===== src/rtl/sar_pkg.sv =====
package sar_pkg;
    typedef enum logic [1:0] {
        ST_IDLE = 2'd0,
        ST_HOLD = 2'd1,
        ST_BITS = 2'd2
    } sar_state_e;

    localparam int unsigned SEL_W = 2;
endpackage


===== src/rtl/sar_tick_gen.sv =====
module sar_tick_gen #(
    parameter int unsigned DIV_A = 2,
    parameter int unsigned DIV_B = 8,
    parameter int unsigned DIV_C = 32
) (
    input  logic       clk,
    input  logic       rst_n,
    input  logic       run,
    input  logic [1:0] sel,
    output logic       tick
);
    localparam int unsigned MAXD  = (DIV_A > DIV_B) ? ((DIV_A > DIV_C) ? DIV_A : DIV_C)
                                                    : ((DIV_B > DIV_C) ? DIV_B : DIV_C);
    localparam int unsigned CNT_W = $clog2(MAXD);

    logic [CNT_W-1:0] cnt_q;
    logic [CNT_W-1:0] last;

    always_comb begin
        unique case (sel)
            2'd0:    last = CNT_W'(DIV_A - 1);
            2'd1:    last = CNT_W'(DIV_B - 1);
            default: last = CNT_W'(DIV_C - 1);
        endcase
    end

    assign tick = run && (cnt_q == last);

    always_ff @(posedge clk or negedge rst_n) begin
        if (!rst_n)      cnt_q <= '0;
        else if (!run)   cnt_q <= '0;
        else if (tick)   cnt_q <= '0;
        else             cnt_q <= cnt_q + 1'b1;
    end

    AST_TICK_IN_RANGE: assert property (@(posedge clk) disable iff (!rst_n)
        run |-> (cnt_q <= last));
endmodule


===== src/rtl/sar_result_pack.sv =====
module sar_result_pack #(
    parameter int unsigned RES_W  = 10,
    parameter int unsigned BYTE_W = 8
) (
    input  logic [RES_W-1:0]  code,
    input  logic              right_just,
    output logic [BYTE_W-1:0] hi,
    output logic [BYTE_W-1:0] lo
);
    localparam int unsigned WORD_W = 2 * BYTE_W;
    localparam int unsigned PAD_W  = WORD_W - RES_W;

    logic [WORD_W-1:0] word;

    always_comb begin
        if (right_just) word = {{PAD_W{1'b0}}, code};
        else            word = {code, {PAD_W{1'b0}}};
        hi = word[WORD_W-1:BYTE_W];
        lo = word[BYTE_W-1:0];
    end
endmodule


===== src/rtl/sar_conv_seq.sv =====
module sar_conv_seq
    import sar_pkg::*;
#(
    parameter int unsigned RES_W  = 10,
    parameter int unsigned BYTE_W = 8,
    parameter int unsigned DIV_A  = 2,
    parameter int unsigned DIV_B  = 8,
    parameter int unsigned DIV_C  = 32
) (
    input  logic              clk,
    input  logic              rst_n,
    input  logic              ctl_we,
    input  logic              ctl_start,
    input  logic              ctl_fmt,
    input  logic [1:0]        ctl_div,
    input  logic              flag_clr,
    input  logic              int_en,
    input  logic              sleep_mode,
    input  logic              cmp_in,
    output logic [RES_W-1:0]  dac_code,
    output logic              sample_connect,
    output logic              busy,
    output logic [BYTE_W-1:0] res_hi,
    output logic [BYTE_W-1:0] res_lo,
    output logic              done_flag,
    output logic              irq,
    output logic              wake
);
    localparam int unsigned IDX_W = $clog2(RES_W);
    localparam int unsigned PAD_W = 2 * BYTE_W - RES_W;

    sar_state_e        state_q, state_d;
    logic [RES_W-1:0]  trial_q, decided;
    logic [IDX_W-1:0]  idx_q;
    logic              fmt_q;
    logic [SEL_W-1:0]  div_q;
    logic [BYTE_W-1:0] hi_q, lo_q, hi_pk, lo_pk;
    logic              flag_q;
    logic              tick, run;
    logic              start_req, abort_req, last_bit, done_pulse;

    assign start_req  = ctl_we && ctl_start;
    assign abort_req  = ctl_we && !ctl_start && (state_q != ST_IDLE);
    assign last_bit   = (idx_q == '0);
    assign run        = (state_q != ST_IDLE);
    assign done_pulse = (state_q == ST_BITS) && tick && last_bit && !abort_req;

    sar_tick_gen #(.DIV_A(DIV_A), .DIV_B(DIV_B), .DIV_C(DIV_C)) u_tick (
        .clk(clk), .rst_n(rst_n), .run(run), .sel(div_q), .tick(tick)
    );

    always_comb begin
        decided = trial_q;
        if (!cmp_in) decided[idx_q] = 1'b0;
    end

    sar_result_pack #(.RES_W(RES_W), .BYTE_W(BYTE_W)) u_pack (
        .code(decided), .right_just(fmt_q), .hi(hi_pk), .lo(lo_pk)
    );

    // next-state logic
    always_comb begin
        state_d = state_q;
        unique case (state_q)
            ST_IDLE: if (start_req) state_d = ST_HOLD;
            ST_HOLD: begin
                if (abort_req)  state_d = ST_IDLE;
                else if (tick)  state_d = ST_BITS;
            end
            ST_BITS: begin
                if (abort_req)              state_d = ST_IDLE;
                else if (tick && last_bit)  state_d = ST_IDLE;
            end
            default: state_d = ST_IDLE;
        endcase
    end

    // state register
    always_ff @(posedge clk or negedge rst_n) begin
        if (!rst_n) state_q <= ST_IDLE;
        else        state_q <= state_d;
    end

    // datapath registers
    always_ff @(posedge clk or negedge rst_n) begin
        if (!rst_n) begin
            trial_q <= '0;
            idx_q   <= '0;
            fmt_q   <= 1'b0;
            div_q   <= '0;
            hi_q    <= '0;
            lo_q    <= '0;
        end else begin
            unique case (state_q)
                ST_IDLE: if (start_req) begin
                    fmt_q   <= ctl_fmt;
                    div_q   <= ctl_div;
                    trial_q <= '0;
                end
                ST_HOLD: if (tick && !abort_req) begin
                    trial_q <= '0;
                    trial_q[RES_W-1] <= 1'b1;
                    idx_q   <= IDX_W'(RES_W - 1);
                end
                ST_BITS: if (tick && !abort_req) begin
                    if (last_bit) begin
                        trial_q <= decided;
                        hi_q    <= hi_pk;
                        lo_q    <= lo_pk;
                    end else begin
                        trial_q <= decided | (RES_W'(1) << (idx_q - 1'b1));
                        idx_q   <= idx_q - 1'b1;
                    end
                end
                default: ;
            endcase
        end
    end

    // sticky completion flag
    always_ff @(posedge clk or negedge rst_n) begin
        if (!rst_n)          flag_q <= 1'b0;
        else if (done_pulse) flag_q <= 1'b1;
        else if (flag_clr)   flag_q <= 1'b0;
    end

    // output process
    always_comb begin
        busy           = (state_q != ST_IDLE);
        sample_connect = (state_q == ST_IDLE);
        dac_code       = trial_q;
        res_hi         = hi_q;
        res_lo         = lo_q;
        done_flag      = flag_q;
        irq            = flag_q && int_en;
        wake           = irq && sleep_mode;
    end

    AST_BUSY_ON_START: assert property (@(posedge clk) disable iff (!rst_n)
        $rose(busy) |-> $past(ctl_we && ctl_start));
    AST_LEFT_PAD: assert property (@(posedge clk) disable iff (!rst_n)
        (done_pulse && !fmt_q) |=> (res_lo[PAD_W-1:0] == '0));
    AST_RIGHT_PAD: assert property (@(posedge clk) disable iff (!rst_n)
        (done_pulse && fmt_q) |=> (res_hi[BYTE_W-1:BYTE_W-PAD_W] == '0));
    AST_DONE_EDGE: assert property (@(posedge clk) disable iff (!rst_n)
        done_pulse |=> (done_flag && !busy && sample_connect));
    AST_FLAG_STICKY: assert property (@(posedge clk) disable iff (!rst_n)
        (done_flag && !flag_clr) |=> done_flag);
    AST_WAKE_GATED: assert property (@(posedge clk) disable iff (!rst_n)
        wake |-> (sleep_mode && int_en && done_flag));
    AST_RES_HOLD: assert property (@(posedge clk) disable iff (!rst_n)
        !done_pulse |=> ($stable(res_hi) && $stable(res_lo)));
endmodule


===== config.mk =====
export PLATFORM = sky130hd
export DESIGN_NAME = sar_conv_seq
export DESIGN_NICKNAME = d
export VERILOG_FILES = /design/src/rtl/sar_pkg.sv /design/src/rtl/sar_tick_gen.sv /design/src/rtl/sar_result_pack.sv /design/src/rtl/sar_conv_seq.sv
export SDC_FILE = /design/constraint.sdc
export NUM_CORES = 1
export LEC_CHECK = 0
export BUFFER_PORTS_ARGS = -buffer_cell sky130_fd_sc_hd__buf_2
export CORE_UTILIZATION = 35
export DETAILED_ROUTE_END_ITERATION = 6
export PLACE_DENSITY = 0.53
export SLEW_MARGIN = 20
export SYNTH_ARGS = -nofsm -noshare
export SYNTH_HDL_FRONTEND = slang
export SYNTH_SLANG_ARGS = --single-unit

===== constraint.sdc =====
create_clock -name clk -period 1.73 [get_ports clk]
set_input_delay 0.346 -clock clk [delete_from_list [all_inputs] [get_ports clk]]
set_output_delay 0.346 -clock clk [all_outputs]
set_load 0.02 [all_outputs]

* Word-level counts from Yosys, hierarchy flattened *
Index checks and enable logic that the tools add are counted.

word-level totals
  logic and storage cells = 77
  register bits after elaboration = 41

operators by class
  $lt $le $gt $ge = 2
  eq/ne operators = 10
  shifts and indexed selects = 1
  reduce and logical (&&, ||, !) cells = 26
  add/subtract/negate cells = 2
  bitwise logic cells = 3
  multiplexer cells = 24

operators with widths
  kind                                                                           count
  10-bit two-way mux                                                             5
  10-bit one-hot mux with 3 select lines                                         1
  16-bit two-way mux                                                             1
  1-bit logical AND                                                              12
  4-bit two-way mux                                                              3
  10-bit AND                                                                     1
  2-bit two-way mux                                                              5
  5-bit two-way mux                                                              2
  10-bit NOT                                                                     1
  10-bit OR                                                                      1
  5-bit one-hot mux with 2 select lines                                          1
  1-bit by 4-bit left shift with 10-bit output (first input constant)            1
  4-bit one-hot mux with 2 select lines                                          1
  4-bit AND reduction                                                            2
  2-bit one-hot mux with 3 select lines                                          1
  3-bit AND reduction                                                            2
  2-bit nonzero test                                                             3
  5-bit by 1-bit adder with 5-bit output (second input constant)                 1
  5-bit equality test                                                            1
  4-bit by 5-bit less-than comparator with 1-bit output (second input constant)  1
  1-bit demux with 4-bit select                                                  1
  2-bit by 1-bit equality test with 1-bit output (second input constant)         2
  4-bit by 1-bit >= comparator with 1-bit output (second input constant)         1
  2-bit logical NOT                                                              2
  other kinds (11)                                                               16

* Longest topological paths before layout *
  depth after elaboration = 11
  mapped depth = 8

* Cells and area by module *
From an unflattened synthesis, not the netlist that was laid out.

second synthesis, totals
  cell total of the unflattened synthesis = 225
  area, all modules = 2,387.3 sq um

by module, submodules not included
  module           instances  sequential area each (sq um)  cells each  area an instance (sq um)
  sar_conv_seq     1          900.9                         181         1,956.9
  sar_tick_gen     1          125.1                         26          272.8
  sar_result_pack  1          0.0                           18          157.7

* Worst setup path after synthesis *
No wires, ideal clock.

  kind = flip-flop to flip-flop
  start point = register state_q[0]
  end point = register trial_q[8] (netlist: dac_code[8])
  stages on the path, launching flop included = 9
  data required time = 1.634 ns
  period minus slack after synthesis = 1.928 ns
  path buffers = 1
  library setup time = 0.096 ns
  setup slack = -0.198 ns
  arrival time = 1.832 ns
  path through = dfrtp_1 inv_1 ha_1 nor2b_2 and4_1 o31ai_4 buf_6 nand2_1 o31ai_1

on the way
  elaborated cells between the ends (all ways) = 14
  classes of those cells = 5 x eq/ne; 1 x mux; 8 x reduce/logical

RTL lines
  what                                                                                                            RTL line             RTL
  start: declaration                                                                                              sar_conv_seq.sv:32   sar_state_e state_q, state_d;
  start signal: assignment                                                                                        sar_conv_seq.sv:81   else state_q <= state_d;
  2-bit logical NOT *                                                                                             -
  net sample_connect                                                                                              sar_conv_seq.sv:21   output logic sample_connect,
  2-bit by 1-bit inequality test with 1-bit output (no source line) / 3-bit nonzero test (equally long branches)  -
  4-bit AND reduction (no source line)                                                                            -
  end signal: assignment                                                                                          sar_conv_seq.sv:107  trial_q <= decided;
  end signal: assignment                                                                                          sar_conv_seq.sv:111  trial_q <= decided | (RES_W'(1) << (idx_q - 1'b1));
  end: declaration                                                                                                sar_conv_seq.sv:33   logic [RES_W-1:0] trial_q, decided;

The timed path passes the listed nets; every way through them passes the cells marked *.
A chain may end at the register's enable or synchronous reset.

* Worst setup path after layout *
  start point = register u_tick.cnt_q[4]
  end point = register trial_q[5] (netlist: dac_code[5])

on the way
  longest elaborated chain between the ends = 5
  elaborated cells between the ends (all ways) = 6
  classes of those cells = 3 x eq/ne; 3 x reduce/logical

ends and longest elaborated chain
  what                                                                                                               RTL line                                  RTL
  start: declaration                                                                                                 sar_tick_gen.sv:16                        logic [CNT_W-1:0] cnt_q;
  start signal: assignment                                                                                           sar_tick_gen.sv:33                        else cnt_q <= cnt_q + 1'b1;
  5-bit equality test *                                                                                              sar_tick_gen.sv:27                        assign tick = run && (cnt_q == last);
  1-bit logical AND *                                                                                                sar_tick_gen.sv:27
  1-bit logical AND *                                                                                                sar_conv_seq.sv:100, sar_conv_seq.sv:105
  2-bit inequality test (no source line) / 2-bit by 1-bit inequality test with 1-bit output (equally long branches)  -
  4-bit AND reduction (no source line) *                                                                             -

Every way passes the cells marked *; elsewhere a longest branch is shown, timed or not.

==> impl_summary.txt <==
----------------------------------------------------
[Floorplanning]
  Placement Rows ... 29
  Horizontal extent of the die ... roughly 83 um
  Die Height ... between 80 and 90 um
  Top-level I/O count ... 42
  CORE AREA ... between 0.006 and 0.007 mm2
  Full die area ... 0.006950 mm2
  Effective utilization at floorplan ... 0.3629

[Finish]
  Storage element area ... 0.001031 mm2
  Total area of multi-input combinational cells ... between 0.001 and 0.0015 mm2
  Fraction of the core area covered by cells at the end of the flow ... 0.4755
  Final std cell area, no fill ... around 0.0030 mm2
  Proportion of layout cells with a drive suffix above 1 ... 0.3762
  Non-filler instance count after layout ... about 390
  Fillers ... 619
  Diodes inserted ... 0
  Relative area change from synthesis to final layout ... 31.05%
  Net count, final ... around 330
  Most frequent cells in the layout ... 41 x buf_2, 37 x nand2_1, 37 x dfrtp_1
  Most common cell after layout, fill and taps aside ... buf_2

[Clocking]
  Level count of the clock H-tree ... 2
  Clock tree from TritonCTS ... built
  CTS Sinks ... between 40 and 50
  Root Buffer Master ... clkbuf_8
  Reg clk slew, reported paths ... approximately 0.090 ns
  CTS buffer count ... 5
  Insertion delay of the later-clocked pin in the worst-skew pair ... roughly 0.30 ns
  Maximum buffer depth of the clock tree ... 2

[Routing]
  DRC violation count after routing ... 0
  Final wirelength ... roughly 5600 um
  WL per Instance ... between 10 and 15 um
  Count of nets left with antenna violations after detail routing ... 0
  Iteration-0 DRC count of the detailed router ... 61
  Avg Vias per Cell ... approximately 5
  DR pass1 iterations ... 4
  Count of vias placed by the detailed router ... roughly 2000

[Timing]
  Clk_skew ... approximately 0.012 ns
  Worst-case headroom to the max-slew limit ... 0.5643
  Pins over their slew limit ... 0
  Min cycle time layout ... 1.723 ns
  Final-report setup violation count ... 0
  Hold violation total from the final report ... 0
  Share of the clock period used by the worst path ... 0.9958
  Worst-margin pin slew ... 0.6536 ns
  RSZ-0062 raised after global routing ... true
  Peak clock frequency supported by timing ... 0.5805 GHz

[Synth]
  Number of enable flip-flop cells after synthesis ... 0
  Number of different library cells in the post-synthesis netlist ... roughly 50
  Syn. warnings ... 0
  Synthesized instance count ... 239
  Cell taking the most area after synthesis ... dfrtp_1
  Post-synthesis register bit count ... roughly 40
  Post-synthesis sequential area ratio ... 0.4428
  Number of nets in the synthesized netlist ... about 260
  Mean instance size in the synthesized netlist ... between 9 and 10 um2
  Top cells by area in the synthesized netlist ... dfrtp_1 44%, ha_1 6.5%, nand2_1 6.0%
  Total standard cell area after synthesis ... 0.002317 mm2
  Top-area cell type share of the netlist area ... 0.4428
  Async set or reset register ratio after synthesis ... 1.000
  Primary FF master, synth ... dfrtp_1

[Global route]
  Total global routing overflow ... 0
  Number of global-route vias before repair ... between 1500 and 2000
  Overall routing resource usage ... 0.1723
  Initial antenna violation count ... 0
  Pin count of the biggest net entering global routing ... 33
  Global-route wire length before repair ... 9687 um

[Place]
  Final weighted congestion in routability-driven placement ... between 0.8 and 0.9
  Placed Instance Area ... between 0.002 and 0.003 mm2
  Post-Place Cells ... 380
  HPWL after detailed placement ... approximately 4300 um
  IO Port Bufs ... 41

[Setup path]
  Critical Path Source Type ... register
  Max FO, Critical Path ... 17
  Endpoint kind of the worst setup timing path ... register
  Arrival time at the worst endpoint ... ~1.9 ns
  Number of cells on the worst reg-to-reg path ... 6
  Data required time at the worst endpoint ... 1.93 ns
  Critical Setup Path Class ... register to register

[Power]
  Total power density per cell area ... 1202 mW/mm2
  Leakage component of the power ... between 1 and 1.5 nW
  Peak supply drop ... approximately 840 uV
  Total Power Consumption ... 0.003650 W

[Run status]
  Result of the run ... finished, final reports clean

[Job]
  MaxCap Viol Count ... 0

[Hold path]
  Class of the worst hold path ... primary input to async pin

----------------------------------------------------
report_power, final:
part	internal, W	switching [W]	leakage, nW
clock network	0.000432	0.000369	0.0543
logic	0.000748	0.000929	0.809
registers	0.00107	0.000106	0.549
synth_stat cells, types with 6 or more instances:
cell type and instances:
nor3_1 6, nand2b_1 7, a21o_1 6, inv_1 10, nor2_1 11, o21ai_1 11, dfrtp_1 41, nand2_1 37
a21oi_1 10, ha_1 12, o21ai_0 6, o31ai_1 16
state kept, by name, indices dropped and copies added, names as in the netlist:
signal        count
dac_code         10
res_hi            8
state_q           2
fmt_q             1
done_flag         1
div_q             2
u_tick.cnt_q      5
idx_q             4
res_lo            8
worst max-delay path: stages (launching register included):
cell and delay, ns:
dfrtp_2 0.45, and3_4 0.19, o2111a_2 0.29, o31ai_4 0.28, buf_12 0.18, a211oi_1 0.05
a21o_1 0.18
worst paths after layout:
check	start	endpoint	slack [ns]
worst min-delay path	rst_n	dac_code[5]	0.07
worst max register to register	u_tick.cnt_q[4]	dac_code[5]	0.007
worst min register to register	res_lo[4]	res_lo[4]	0.47
min in group clk	flag_clr	done_flag	0.22
worst max-delay path	u_tick.cnt_q[4]	dac_code[5]	0.007
max in group asynchronous	rst_n	res_hi[4]	1.09
layout make-up:
type,count,area share
clock buffer,5,0.02266
clock inverter,3,0.01525
inverter,11,0.01360
multi-input combinational,177,0.4199
sequential,41,0.3395
tap,77,0.03173
timing repair buffer,74,0.1574
layer usage:
metal	share of wire	GRT usage	wire [um]
met1	0.49	0.2445	2739
met2	0.47	0.2735	2609
met3	0.038	0.03181	213
met4	0.0048	0.03762	27
met5	0	0	0
metrics by stage:
step / setup WS [ns] / TNS (ns) / hold WS, ns
final: 0.007259 / 0 / 0.06953
after global routing: -0.04541 / -0.1673 / 0.1175
after CTS: 0.007301 / 0 / 0.09040
after detailed placement: -0.003778 / -0.004384 / 0.4216
after global placement: -0.002037 / -0.002037 / 0.4185
after floorplan: 0.002294 / 0 / 0.05041
logic make-up (layout without fill, tap and decap cells):
group           Yosys count  count (layout)  synth area share
compound gates           73              73            0.2327
xor+xnor                  4               4           0.01512
fa+ha+maj                12              12           0.06479
buf+inv                  21              93           0.04158
flops                    41              41            0.4428
mux                       5               5           0.02376
simple gates             83              83            0.1793
repair_timing:
item,in CTS,in global routing
setup endpoints to repair,4,26
pin swaps,0,2
cloned,0,0
gates resized for setup,2,18
endpoints found under the hold margin,0,0
buffers inserted,0,0
hold buffers,0,0
(Power assumes the default switching activity.)
